### src/rtl/powu_pkg.sv
package powu_pkg;

  // Largest sum of the omitted terms, halved and rounded to 2^-mu.
  // The sum is formed over ordered index tuples whose index sum exceeds mu.
  function automatic longint powu_comp(input int k, input int n, input int mu);
    longint s;
    int     full;
    int     sh;
    s    = 0;
    full = k * n;
    for (int i = 1; i <= n; i++) begin
      for (int j = 1; j <= n; j++) begin
        if (k == 3) begin
          for (int l = 1; l <= n; l++) begin
            if (i + j + l > mu) s = s + (longint'(1) << (full - i - j - l));
          end
        end else begin
          if (i + j > mu) s = s + (longint'(1) << (full - i - j));
        end
      end
    end
    if (mu >= full) return 0;
    sh = full + 1 - mu;
    return (s + (longint'(1) << (sh - 1))) >> sh;
  endfunction

endpackage

### src/rtl/powu_sq_pp.sv
module powu_sq_pp #(
  parameter int N     = 8,
  parameter int MU    = 12,
  parameter int ACC_W = 14
) (
  input  logic [N-1:0]     v,
  output logic [ACC_W-1:0] kept
);
  // Bit i (from 1) of v sits at v[N-i] with weight 2^-i.
  always_comb begin
    kept = '0;
    for (int i = 1; i <= N; i++) begin
      // diagonal: v_i * v_i = v_i at weight 2^-2i
      if (2 * i <= MU) kept = kept + (ACC_W'(v[N-i]) << (MU - 2 * i));
      for (int j = i + 1; j <= N; j++) begin
        // cross product counted once at doubled weight
        if (i + j <= MU) kept = kept + (ACC_W'(v[N-i] & v[N-j]) << (MU - i - j + 1));
      end
    end
  end
endmodule

### src/rtl/powu_cu_pp.sv
module powu_cu_pp #(
  parameter int N     = 8,
  parameter int MU    = 12,
  parameter int ACC_W = 14
) (
  input  logic [N-1:0]     v,
  output logic [ACC_W-1:0] kept
);
  always_comb begin
    kept = '0;
    for (int i = 1; i <= N; i++) begin
      for (int j = i; j <= N; j++) begin
        for (int l = j; l <= N; l++) begin
          if (i + j + l <= MU) begin
            if (i == j && j == l) begin
              kept = kept + (ACC_W'(v[N-i]) << (MU - 3 * i));
            end else if (i == j || j == l) begin
              // three orderings: weight x3 as x2 plus x1
              kept = kept + (ACC_W'(v[N-i] & v[N-l]) << (MU - i - j - l))
                          + (ACC_W'(v[N-i] & v[N-l]) << (MU - i - j - l + 1));
            end else begin
              // six orderings: weight x6 as x4 plus x2
              kept = kept + (ACC_W'(v[N-i] & v[N-j] & v[N-l]) << (MU - i - j - l + 1))
                          + (ACC_W'(v[N-i] & v[N-j] & v[N-l]) << (MU - i - j - l + 2));
            end
          end
        end
      end
    end
  end
endmodule

### src/rtl/powu_fold.sv
module powu_fold #(
  parameter int               MU     = 12,
  parameter int               LAMBDA = 10,
  parameter int               ACC_W  = 14,
  parameter logic [ACC_W-1:0] COMP   = '0
) (
  input  logic [ACC_W-1:0]  kept,
  output logic [LAMBDA-1:0] res
);
  logic [ACC_W:0] total;
  logic           ovf;

  always_comb begin
    total = {1'b0, kept} + {1'b0, COMP};
    ovf   = |total[ACC_W:MU];
    res   = ovf ? {LAMBDA{1'b1}} : total[MU-1 -: LAMBDA];
  end
endmodule

### src/rtl/powu_stage.sv
module powu_stage #(
  parameter int W       = 10,
  parameter bit REG_OUT = 1'b1
) (
  input  logic         clk,
  input  logic         rst_n,
  input  logic         in_valid,
  output logic         in_ready,
  input  logic [W-1:0] d,
  output logic         out_valid,
  input  logic         out_ready,
  output logic [W-1:0] q
);
  generate
    if (REG_OUT) begin : g_reg
      logic         vld;
      logic [W-1:0] dat;
      always_ff @(posedge clk or negedge rst_n) begin
        if (!rst_n) begin
          vld <= 1'b0;
          dat <= '0;
        end else if (in_ready) begin
          vld <= in_valid;
          if (in_valid) dat <= d;
        end
      end
      assign in_ready  = !vld || out_ready;
      assign out_valid = vld;
      assign q         = dat;
    end else begin : g_pass
      assign in_ready  = out_ready;
      assign out_valid = in_valid;
      assign q         = d;
    end
  endgenerate
endmodule

### src/rtl/trunc_power_unit.sv
module trunc_power_unit
  import powu_pkg::*;
#(
  parameter int K       = 2,
  parameter int IN_W    = 7,
  parameter int MU      = 12,
  parameter int LAMBDA  = 10,
  parameter bit REG_OUT = 1'b1
) (
  input  logic              clk,
  input  logic              rst_n,
  input  logic              in_valid,
  output logic              in_ready,
  input  logic [IN_W-1:0]   in_data,
  output logic              out_valid,
  input  logic              out_ready,
  output logic [LAMBDA-1:0] out_data
);
  localparam int               N     = IN_W + 1;
  localparam int               ACC_W = MU + 2;
  localparam logic [ACC_W-1:0] COMP  = ACC_W'(powu_comp(K, N, MU));

  logic [N-1:0]      v;
  logic [ACC_W-1:0]  kept;
  logic [LAMBDA-1:0] res;

  // centred input: implicit half-ulp bit appended
  assign v = {in_data, 1'b1};

  generate
    if (K == 3) begin : g_cube
      powu_cu_pp #(.N(N), .MU(MU), .ACC_W(ACC_W)) u_pp (.v(v), .kept(kept));
    end else begin : g_square
      powu_sq_pp #(.N(N), .MU(MU), .ACC_W(ACC_W)) u_pp (.v(v), .kept(kept));
    end
  endgenerate

  powu_fold #(.MU(MU), .LAMBDA(LAMBDA), .ACC_W(ACC_W), .COMP(COMP)) u_fold (
    .kept(kept),
    .res (res)
  );

  powu_stage #(.W(LAMBDA), .REG_OUT(REG_OUT)) u_stage (
    .clk      (clk),
    .rst_n    (rst_n),
    .in_valid (in_valid),
    .in_ready (in_ready),
    .d        (res),
    .out_valid(out_valid),
    .out_ready(out_ready),
    .q        (out_data)
  );
endmodule

### config.mk
export PLATFORM = sky130hd
export DESIGN_NAME = trunc_power_unit
export DESIGN_NICKNAME = d
export VERILOG_FILES = /design/src/rtl/powu_pkg.sv /design/src/rtl/powu_sq_pp.sv /design/src/rtl/powu_cu_pp.sv /design/src/rtl/powu_fold.sv /design/src/rtl/powu_stage.sv /design/src/rtl/trunc_power_unit.sv
export SDC_FILE = /design/constraint.sdc
export NUM_CORES = 1
export LEC_CHECK = 0
export ABC_AREA = 1
export ABC_CLOCK_PERIOD_IN_PS = 1000
export BUFFER_PORTS_ARGS = -buffer_cell sky130_fd_sc_hd__buf_4
export CAP_MARGIN = 20
export CORE_ASPECT_RATIO = 1.4
export CORE_MARGIN = 1
export CORE_UTILIZATION = 40
export DETAILED_ROUTE_END_ITERATION = 12
export GPL_TIMING_DRIVEN = 0
export PLACE_DENSITY_LB_ADDON = 0.1
export SYNTH_ARGS = -nofsm -noshare
export SYNTH_HDL_FRONTEND = slang
export SYNTH_HIERARCHICAL = 1
export SYNTH_SLANG_ARGS = --single-unit
### constraint.sdc
create_clock -name clk -period 1 [get_ports clk]
set_clock_uncertainty 0.15 [all_clocks]
set_input_delay 0.2 -clock clk [delete_from_list [all_inputs] [get_ports clk]]
set_output_delay 0.2 -clock clk [all_outputs]
set_load 0.05 [all_outputs]
## Yosys cells after proc, flatten, opt, wreduce, memory -nomap -nowiden

Cells that the tools add are included.
Widths: inputs -> output; s select.

- Output and inout bits: 12
- Logic and storage cells: 57
- Register bits: 11

- Mux-type cells: 1
- Reduce and logical (&&, ||, !) cells: 4
- Add/subtract/negate cells: 30
- Bitwise logic cells: 20

Operator list:

| operator | count |
|---|---|
| $add 14x14->14 | 14 |
| $add 14x3->14 | 4 |
| $add 14x5->14 | 3 |
| $add 14x2->14 | 2 |
| $add 14x4->14 | 2 |
| $and 1x1->1 | 20 |
| $add 14x2->15 const B | 1 |
| $add 11x14->14 | 1 |
| $add 14x1->14 | 1 |
| $add 14x7->14 | 1 |
| $add 14x9->14 | 1 |
| $mux 10 | 1 |
| $reduce_or 3->1 | 1 |
| $reduce_and 2->1 | 1 |
| $logic_not 1->1 | 1 |
| $logic_or 1x1->1 | 1 |

## Longest topological paths before layout

Gate-level depths: netlist of run 1.

- Depth after elaboration: 33
- Mapped depth: 25
- Depth with buffers taken out: 24

## Modules after synthesis

The synthesis of run 1 kept the hierarchy.

By module, submodules not included:

| module | instances | area an instance (um2) | cells an instance |
|---|---|---|---|
| powu_sq_pp | 1 | 984.7 | 143 |
| powu_stage | 1 | 455.4 | 48 |
| powu_fold | 1 | 345.3 | 61 |
| trunc_power_unit | 1 | 3.8 | 1 |

## Worst setup path after synthesis of run 1

Ideal clock, no wire load.

- Path type: in2reg
- From: in in_data[3]
- To: reg u_stage.g_reg.dat[6] (netlist: u_stage/q[6])
- Arrival: 3.875 ns
- Setup slack: -3.144 ns
- Stages on the path: 21
- Data required time: 0.731 ns
- Cells stage by stage: clkbuf_1 -> inv_1 -> fa_1 -> fa_1 -> inv_1 -> fa_1 -> ha_1 -> fa_1 -> nand2_1 -> nand2_1 -> nand2_1 -> xnor2_1 -> nand2_1 -> nor2_1 -> nand3_1 -> nand2_1 -> nand2_2 -> nor2_4 -> nand3_1 -> nand3_1 -> nand2_1

- Word-level cells in the longest chain between the ends: 31

Ends and longest elaborated chain:

| what | RTL line | source |
|---|---|---|
| start: declaration | trunc_power_unit.sv:14 | `input logic [IN_W-1:0] in_data,` |
| $and 1x1->1 | powu_sq_pp.sv:17 | `if (i + j <= MU) kept = kept + (ACC_W'(v[N-i] & v[N-j]) << (MU - i - j + 1));` |
| $add 14x14->14 (4 in a row) | powu_sq_pp.sv:17 |  |
| $add 14x5->14 | powu_sq_pp.sv:17 |  |
| $add 14x9->14 | powu_sq_pp.sv:14 | `if (2 * i <= MU) kept = kept + (ACC_W'(v[N-i]) << (MU - 2 * i));` |
| $add 14x14->14 (5 in a row) | powu_sq_pp.sv:17 |  |
| $add 14x4->14 | powu_sq_pp.sv:17 |  |
| $add 14x7->14 | powu_sq_pp.sv:14 |  |
| $add 14x14->14 (4 in a row) | powu_sq_pp.sv:17 |  |
| [7 not listed] | - |  |
| $add 14x3->14 (*) | powu_sq_pp.sv:17 |  |
| $add 14x2->14 (*) | powu_sq_pp.sv:17 |  |
| $add 14x1->14 (*) | powu_sq_pp.sv:14 |  |
| named net kept[8] | trunc_power_unit.sv:24 | `logic [ACC_W-1:0] kept;` |
| $add 14x2->15 (*) | powu_fold.sv:14 | `total = {1'b0, kept} + {1'b0, COMP};` |
| $reduce_or 3->1 | powu_fold.sv:15 | `ovf = \|total[ACC_W:MU];` |
| $mux 10 (*) | powu_fold.sv:16 | `res = ovf ? {LAMBDA{1'b1}} : total[MU-1 -: LAMBDA];` |
| named net res[6] | trunc_power_unit.sv:25 | `logic [LAMBDA-1:0] res;` |
| end signal: assignment | powu_stage.sv:21 | `dat <= '0;` |
| end signal: assignment | powu_stage.sv:24 | `if (in_valid) dat <= d;` |
| end: declaration | powu_stage.sv:17 | `logic [W-1:0] dat;` |

Mark *: on every way through the listed nets, which the timed path passes. The rest lies on a longest branch.
A chain may end at the register's enable or synchronous reset.

## Final worst setup path of run 1

- From: in in_data[3]
- To: reg u_stage.g_reg.dat[0] (netlist: u_stage/q[0])

- Word-level cells in the longest chain between the ends: 31

Ends and longest elaborated chain:

| what | RTL line |
|---|---|
| $and 1x1->1 | powu_sq_pp.sv:17 |
| $add 14x14->14 (4 in a row) | powu_sq_pp.sv:17 |
| $add 14x5->14 | powu_sq_pp.sv:17 |
| $add 14x9->14 | powu_sq_pp.sv:14 |
| $add 14x14->14 (5 in a row) | powu_sq_pp.sv:17 |
| $add 14x4->14 | powu_sq_pp.sv:17 |
| $add 14x7->14 | powu_sq_pp.sv:14 |
| $add 14x14->14 (4 in a row) | powu_sq_pp.sv:17 |
| [7 not listed] | - |
| $add 14x3->14 (*) | powu_sq_pp.sv:17 |
| $add 14x2->14 (*) | powu_sq_pp.sv:17 |
| $add 14x1->14 (*) | powu_sq_pp.sv:14 |
| named net kept[8] | trunc_power_unit.sv:24 |
| $add 14x2->15 (*) | powu_fold.sv:14 |
| $reduce_or 3->1 (*) | powu_fold.sv:15 |
| $mux 10 (*) | powu_fold.sv:16 |
| named net res[0] | trunc_power_unit.sv:25 |

Marks and branches as above.

==> results.md, run 1 <==
* Total count of hold-check failures in the final report at 0
* Number of vias per cell after detailed routing at 4.58
* Setup total negative slack at -28.34 ns
* Drt wl/cell at just under 10 um
* Maximum clock rate at between 0.2 and 0.3 GHz
* Minimum clock period after layout at about 3.7 ns
* Die span in y at 81.0 um
* Run status: complete, but fails checks
* Worst Setup Start Kind: input pin
* Die width at 58.4 um
* Number of sinks on the clock net at 11
* Setup slack after layout at -2.67 ns
* Pwr per Cell Area at 1400 nW/um^2
* Global router's overall resource usage at between 15 and 20%
* Worst path arrival time at 3.64 ns
* CP max FO at 5
* Layout overhead on the synthesized area at 41.9%
* Final Cycle Share at 367%
* Path type of the worst setup path: in -> reg
* Final RePlAce weighted congestion at just under 0.8
* Number of antenna violations at the first check in global routing at 0
* Violations in the final reports: negative setup slack
* Lkg Pwr at about 1.4 nW
* FF-to-FF setup slack at -0.16 ns
* Max-slew violation total from the final report at 0
* Antenna cell count at 0
* # nets final at 343
* Clock insertion delay at the later pin of the skew report at approximately 0.24 ns
* TritonCTS buffer count at 3
* HPWL after detailed placement at between 2 and 3 mm
* Ratio of cells with drive above 1 in the final layout at between 30% and 40%
* CTS tree: built
* Full die area at roughly 4700 sq um
* Mapped Cells at between 200 and 300
* Detailed-route via count at between 1500 and 2000
* IR Drop Worst-Case VDD at around 0.00048 V
* Detailed-router iteration count before antenna repair at 4
* Number of maximum-capacitance violations at 0
* Critical path data required time at a little under 1 ns
* Final antenna-violating net count at 0
* Synthesized area per cell at about 7.1 sq um
* Post-Synthesis Cell Area at 1780 sq um
* Worst slack on hold paths at approximately 0.11 ns
* Synthesis warning total at 6
* Root cell of the clock tree: clkbuf_8
* Tightest Hold Check Type: in -> reg
* Core area at approximately 4200 sq um
* Clock Pin Slew Worst Setup and Hold Paths at around 0.050 ns
* Largest net degree at the start of global routing at 12
* Total number of H-tree levels at 1
* Count of standard-cell rows at 28
* Crit end category: register
* Port bufs at 18
* Number of top-level pins at 23
* DR iter-0 viols at slightly above 50
* CTS max path bufs at 2
* Final routed DRC violation total at 0
* Final Setup Violations at 23
* First-pass GRT wire length at 5.84 mm
* Total power of the final layout at roughly 3.5 mW
* Initial core utilization at 42.0%
* Number of global-route vias before repair at 1441
* Total Wirelength at roughly 3.5 mm
* Unrepaired setup endpoints after global routing: true
* Grt total ovfl at 0
layer usage:
metal	global-route usage (%)	share of wire (%)
met1	15.4	38
met2	32.6	59
met3	0.955	1.6
met4	6.43	1.6
met5	0	0
critical path, cell delays in order:
cell	delay (ns)
clkbuf_16	0.11
nand2_4	0.04
fa_1	0.48
fa_1	0.49
inv_1	0.05
fa_1	0.43
ha_2	0.20
fa_2	0.38
nand2_2	0.09
nand2_4	0.06
nand2_2	0.08
xnor2_2	0.14
nand2_1	0.11
nor2_2	0.11
nand3_1	0.08
nand2_1	0.08
nand2_2	0.10
nor2_4	0.20
nand3_1	0.10
nand3_1	0.09
nand2_1	0.05
cell usage in the layout (no fill, tap or decap), types with 4 or more instances in the layout:
| master | instances |
|---|---|
| xor2_1 | 5 |
| conb_1 | 5 |
| fa_1 | 9 |
| nand2_4 | 6 |
| inv_1 | 45 |
| nand3_2 | 8 |
| dfrtp_1 | 10 |
| nand3_1 | 18 |
| clkbuf_8 | 4 |
| nor2_1 | 8 |
| xnor2_1 | 5 |
| buf_6 | 16 |
| nand2_1 | 65 |
| ha_1 | 20 |
| nand2_2 | 17 |
| buf_4 | 20 |
| nor2_4 | 4 |
report_power, final:
group,switching [mW],internal (mW),leakage (nW)
combinational,1.38,1.12,1.28
clock,0.159,0.279,0.0228
sequential,0.0647,0.547,0.127
total,1.60,1.94,1.44
worst paths after layout:
kind	from	to	cells past startpoint
max	in_data[3]	u_stage/q[0]	21
min	in_valid	u_stage/q[6]	4
max reg2reg	u_stage/out_valid	u_stage/q[5]	6
min reg2reg	u_stage/q[3]	u_stage/q[3]	2
max in group asynchronous	rst_n	u_stage/out_valid	2
min in group asynchronous	rst_n	u_stage/out_valid	2
state kept, by name (all words and copies together) (netlist names):
name               cells
u_stage/out_valid      1
u_stage/q             10
area by class of cell:
cell class,count,area (sq um)
buffer,8,120
fill,392,1710
sequential,11,277
tap,60,75.1
inverter,45,169
timing repair buffer,37,369
multi-input combinational,192,1470
clock buffer,4,45.0
repair_timing:
item	CTS	global route
setup buffers	14	3
endpoints found under the setup margin	22	23
cloned	1	1
pin swaps	16	10
endpoints found under the hold margin	11	0
gates resized for setup	34	22
hold buffers	1	0
stage by stage:
step | instance area (sq um) | worst slack, ns | instances | util, %
finish | 2530 | -2.67 | 357 | 59.7
global route | 2530 | -2.84 | 357 | 59.7
CTS | 2420 | -2.66 | 353 | 57.0
global placement | 2100 | -3.05 | 333 | 49.5
detailed placement | 2100 | -3.11 | 333 | 49.5
floorplan | 1890 | -2.77 | 255 | -
Note: power is estimated with default switching activity, not from simulation.
==> run 2: changes to the inputs <==
--- a/config.mk
+++ b/config.mk
@@ -5,7 +5,6 @@
 export SDC_FILE = /design/constraint.sdc
 export NUM_CORES = 1
 export LEC_CHECK = 0
-export ABC_AREA = 1
 export ABC_CLOCK_PERIOD_IN_PS = 1000
 export BUFFER_PORTS_ARGS = -buffer_cell sky130_fd_sc_hd__buf_4
 export CAP_MARGIN = 20
==> run 2 against run 1 <==
The run still ends with negative setup slack left. Die area decreased by 7.7%. Non-clock buffer count decreased by 2. Worst hold slack worse by 0.047 ns. Final area down 10%. Synthesized cell count decreased by 33%. Final cell count shrank 26%. Sequential share of layout area up 1.3 points. Sequential power increased by 12%. Critical endpoint is now u_stage/q[8].
==> results.md, run 2 <==
* Run status: complete, but fails checks
* Violations in the final reports: negative setup slack
* Reg2reg end: u_stage/q[7]
* Max-slew violation total from the final report at 0
* Minimum clock period after layout at 4.13 ns
* Proportion of power drawn by combinational gates at between 70% and 80%
* Pwr per Cell Area at about 1700 nW/um^2
* Slowest CP cell: fa_2
* Hold Path Origin: in_valid
* Placed cell count at around 240
* Root cell of the clock tree: clkbuf_8
* CTS tree: built
* Layout overhead on the synthesized area at 38.0%
* Most common cell on crit path: fa_2
* Number of global-route vias before repair at approximately 1400
* CTS max path bufs at 2
* Mapped Cells at 170
* Final RePlAce weighted congestion at 0.770
* Tightest Hold Check Type: in -> reg
* Final routed DRC violation total at 0
* Die span in y at roughly 78 um
* Total Wirelength at 3.45 mm
* Final antenna-violating net count at 0
* Worst path bufs/invs at 4
* FILL cells at around 350
* Ratio of cells with drive above 1 in the final layout at between 30% and 40%
* Cell Count, Final, Fillers Out at 263
* Area of combinational cells with multiple inputs at approximately 1400 sq um
* Core area at 3920 sq um
* Detailed-route via count at 1316
* Crit end category: register
* Hold EP: u_stage/out_valid
* Port bufs at 22
* Sequential cell area in the final layout at between 200 and 300 sq um
* Worst path arrival time at between 4 and 5 ns
* Number of sinks on the clock net at 11
* Post-Synthesis Cell Area at roughly 1600 sq um
* Global router's overall resource usage at between 10% and 20%
* Final Cycle Share at 413%
* Final instance area at 2260 sq um
* HPWL after detailed placement at 2.64 mm
* TritonCTS buffer count at 3
* Detailed-router iteration count before antenna repair at 3
* Total count of hold-check failures in the final report at 0
* Critical Path, Cell by Cell: buf_12, and2_4, fa_2, inv_2, fa_1, inv_2, fa_2, ha_4, fa_2, a21oi_2, nor2b_1, a31oi_1, xnor2_1, nand3_2, nor4_4, buf_4, mux2i_4, nand2_1, mux2_4
* Initial core utilization at approximately two fifths
* Critical R2R Launch: u_stage/out_valid
* CP max FO at 5
* Fraction of power consumed by the clock network at between 10% and 20%
* Drt wl/cell at between 10 and 15 um
* Number of vias per cell after detailed routing at 5.00
* Die width at roughly 56 um
* Worst Setup Start Kind: input pin
* Clock Pin Slew Worst Setup and Hold Paths at around 0.05 ns
* Sequential power share at between 10% and 20%
* Total number of H-tree levels at 1
* Synthesis warning total at 6
* Path type of the worst setup path: in -> reg
* IR Drop Worst-Case VDD at between 0.001 and 0.0015 V
* Hold Path Stages at 2
* Critical path data required time at 0.97 ns
* Slowest stage delay, CP at 0.45 ns
* Most used cells in the layout excluding fill and tap cells: buf_4, ha_1, nand2_1
* Number of maximum-capacitance violations at 0
* DR iter-0 viols at 20
* Maximum clock rate at 0.242 GHz
* Lkg Pwr at around 1.1 nW
* Full die area at approximately 4400 sq um
* Count of standard-cell rows at 27
* Final Setup Violations at 22
* Synthesized area per cell at 9.65 sq um
* Largest register FFs at 10
* Net switching share of the total power at about 45%
* Setup slack after layout at -3.13 ns
* Grt total ovfl at 0
* Antenna cell count at 0
* Unrepaired setup endpoints after global routing: true
* Number of antenna violations at the first check in global routing at 0
* Cell internal pwr at 2.09 mW
* # nets final at between 200 and 300
* Largest net degree at the start of global routing at 12
* Top delay family on crit path: adder cells
* Net switching power of the design at between 1.5 and 2 mW
* Most common cell after layout, fill and taps aside: buf_4
* Post-place instance area at 1900 sq um
* Number of top-level pins at 23
* Worst slack on hold paths at slightly above 0.06 ns
* FF-to-FF path depth at 3
* First-pass GRT wire length at between 5 and 6 mm
* Clock insertion delay at the later pin of the skew report at roughly 0.23 ns
* FF-to-FF setup slack at -0.24 ns
==> run 2: power by group through the flow <==
stage / clock (mW) / sequential [mW] / combinational (mW)
floorplan: 0 / 1.14 / 1.24
global placement: 0 / 0.661 / 2.18
detailed placement: 0 / 0.670 / 2.22
CTS: 0.441 / 0.677 / 2.63
global route: 0.462 / 0.703 / 2.87
finish: 0.442 / 0.688 / 2.66
==> run 2: worst max-delay path by stage <==
stage               slack, ns  depth (start not counted)            to  startpoint
CTS                     -3.20                         19  u_stage/q[0]  in_data[4]
finish                  -3.13                         19  u_stage/q[8]  in_data[4]
global route            -3.32                         19  u_stage/q[4]  in_data[4]
detailed placement      -3.76                         17  u_stage/q[1]  in_data[3]
floorplan               -3.27                         16  u_stage/q[0]  in_data[3]
global placement        -3.72                         17  u_stage/q[5]  in_data[3]
==> run 2: worst reg2reg max path: cells and delay by family, from the launching register on <==
family	cells	cell delay, ns
muxes	1	0.32
DFF	1	0.42
and+or+nand+nor	2	0.23
==> run 2: metrics by stage <==
step	power (mW)	setup TNS (ns)	setup WS, ns	utilization, %
after CTS	3.74	-33.24	-3.20	56.6
after detailed placement	2.89	-37.19	-3.76	48.5
final	3.79	-32.75	-3.13	57.8
after global placement	2.84	-36.81	-3.72	48.5
after global routing	4.03	-34.70	-3.32	57.8
after floorplan	2.38	-32.60	-3.27	-
==> run 2: layout make-up <==
cell class              instances  area share [%]
multi-input cells             147            62.6
repair buffers                 42            18.0
flip-flops and latches         11            12.2
inverters                      15            2.49
well taps                      43            2.38
clock buffers                   4            1.99
plain buffers                   1           0.332
==> run 2: layer usage <==
layer	GRT usage, %	share of wire [%]
met3	1.00	1.7
met1	16.4	36
met2	36.7	62
met4	5.12	0.72
met5	0	0
==> run 2: repair_timing <==
item                                    CTS  global route
pin swaps                                13             5
setup buffers                            16             3
endpoints found under the setup margin   22            22
cloned                                    1             0
resized for setup                        32             6
hold endpoints to repair                 11             0
hold buffers                              1             0
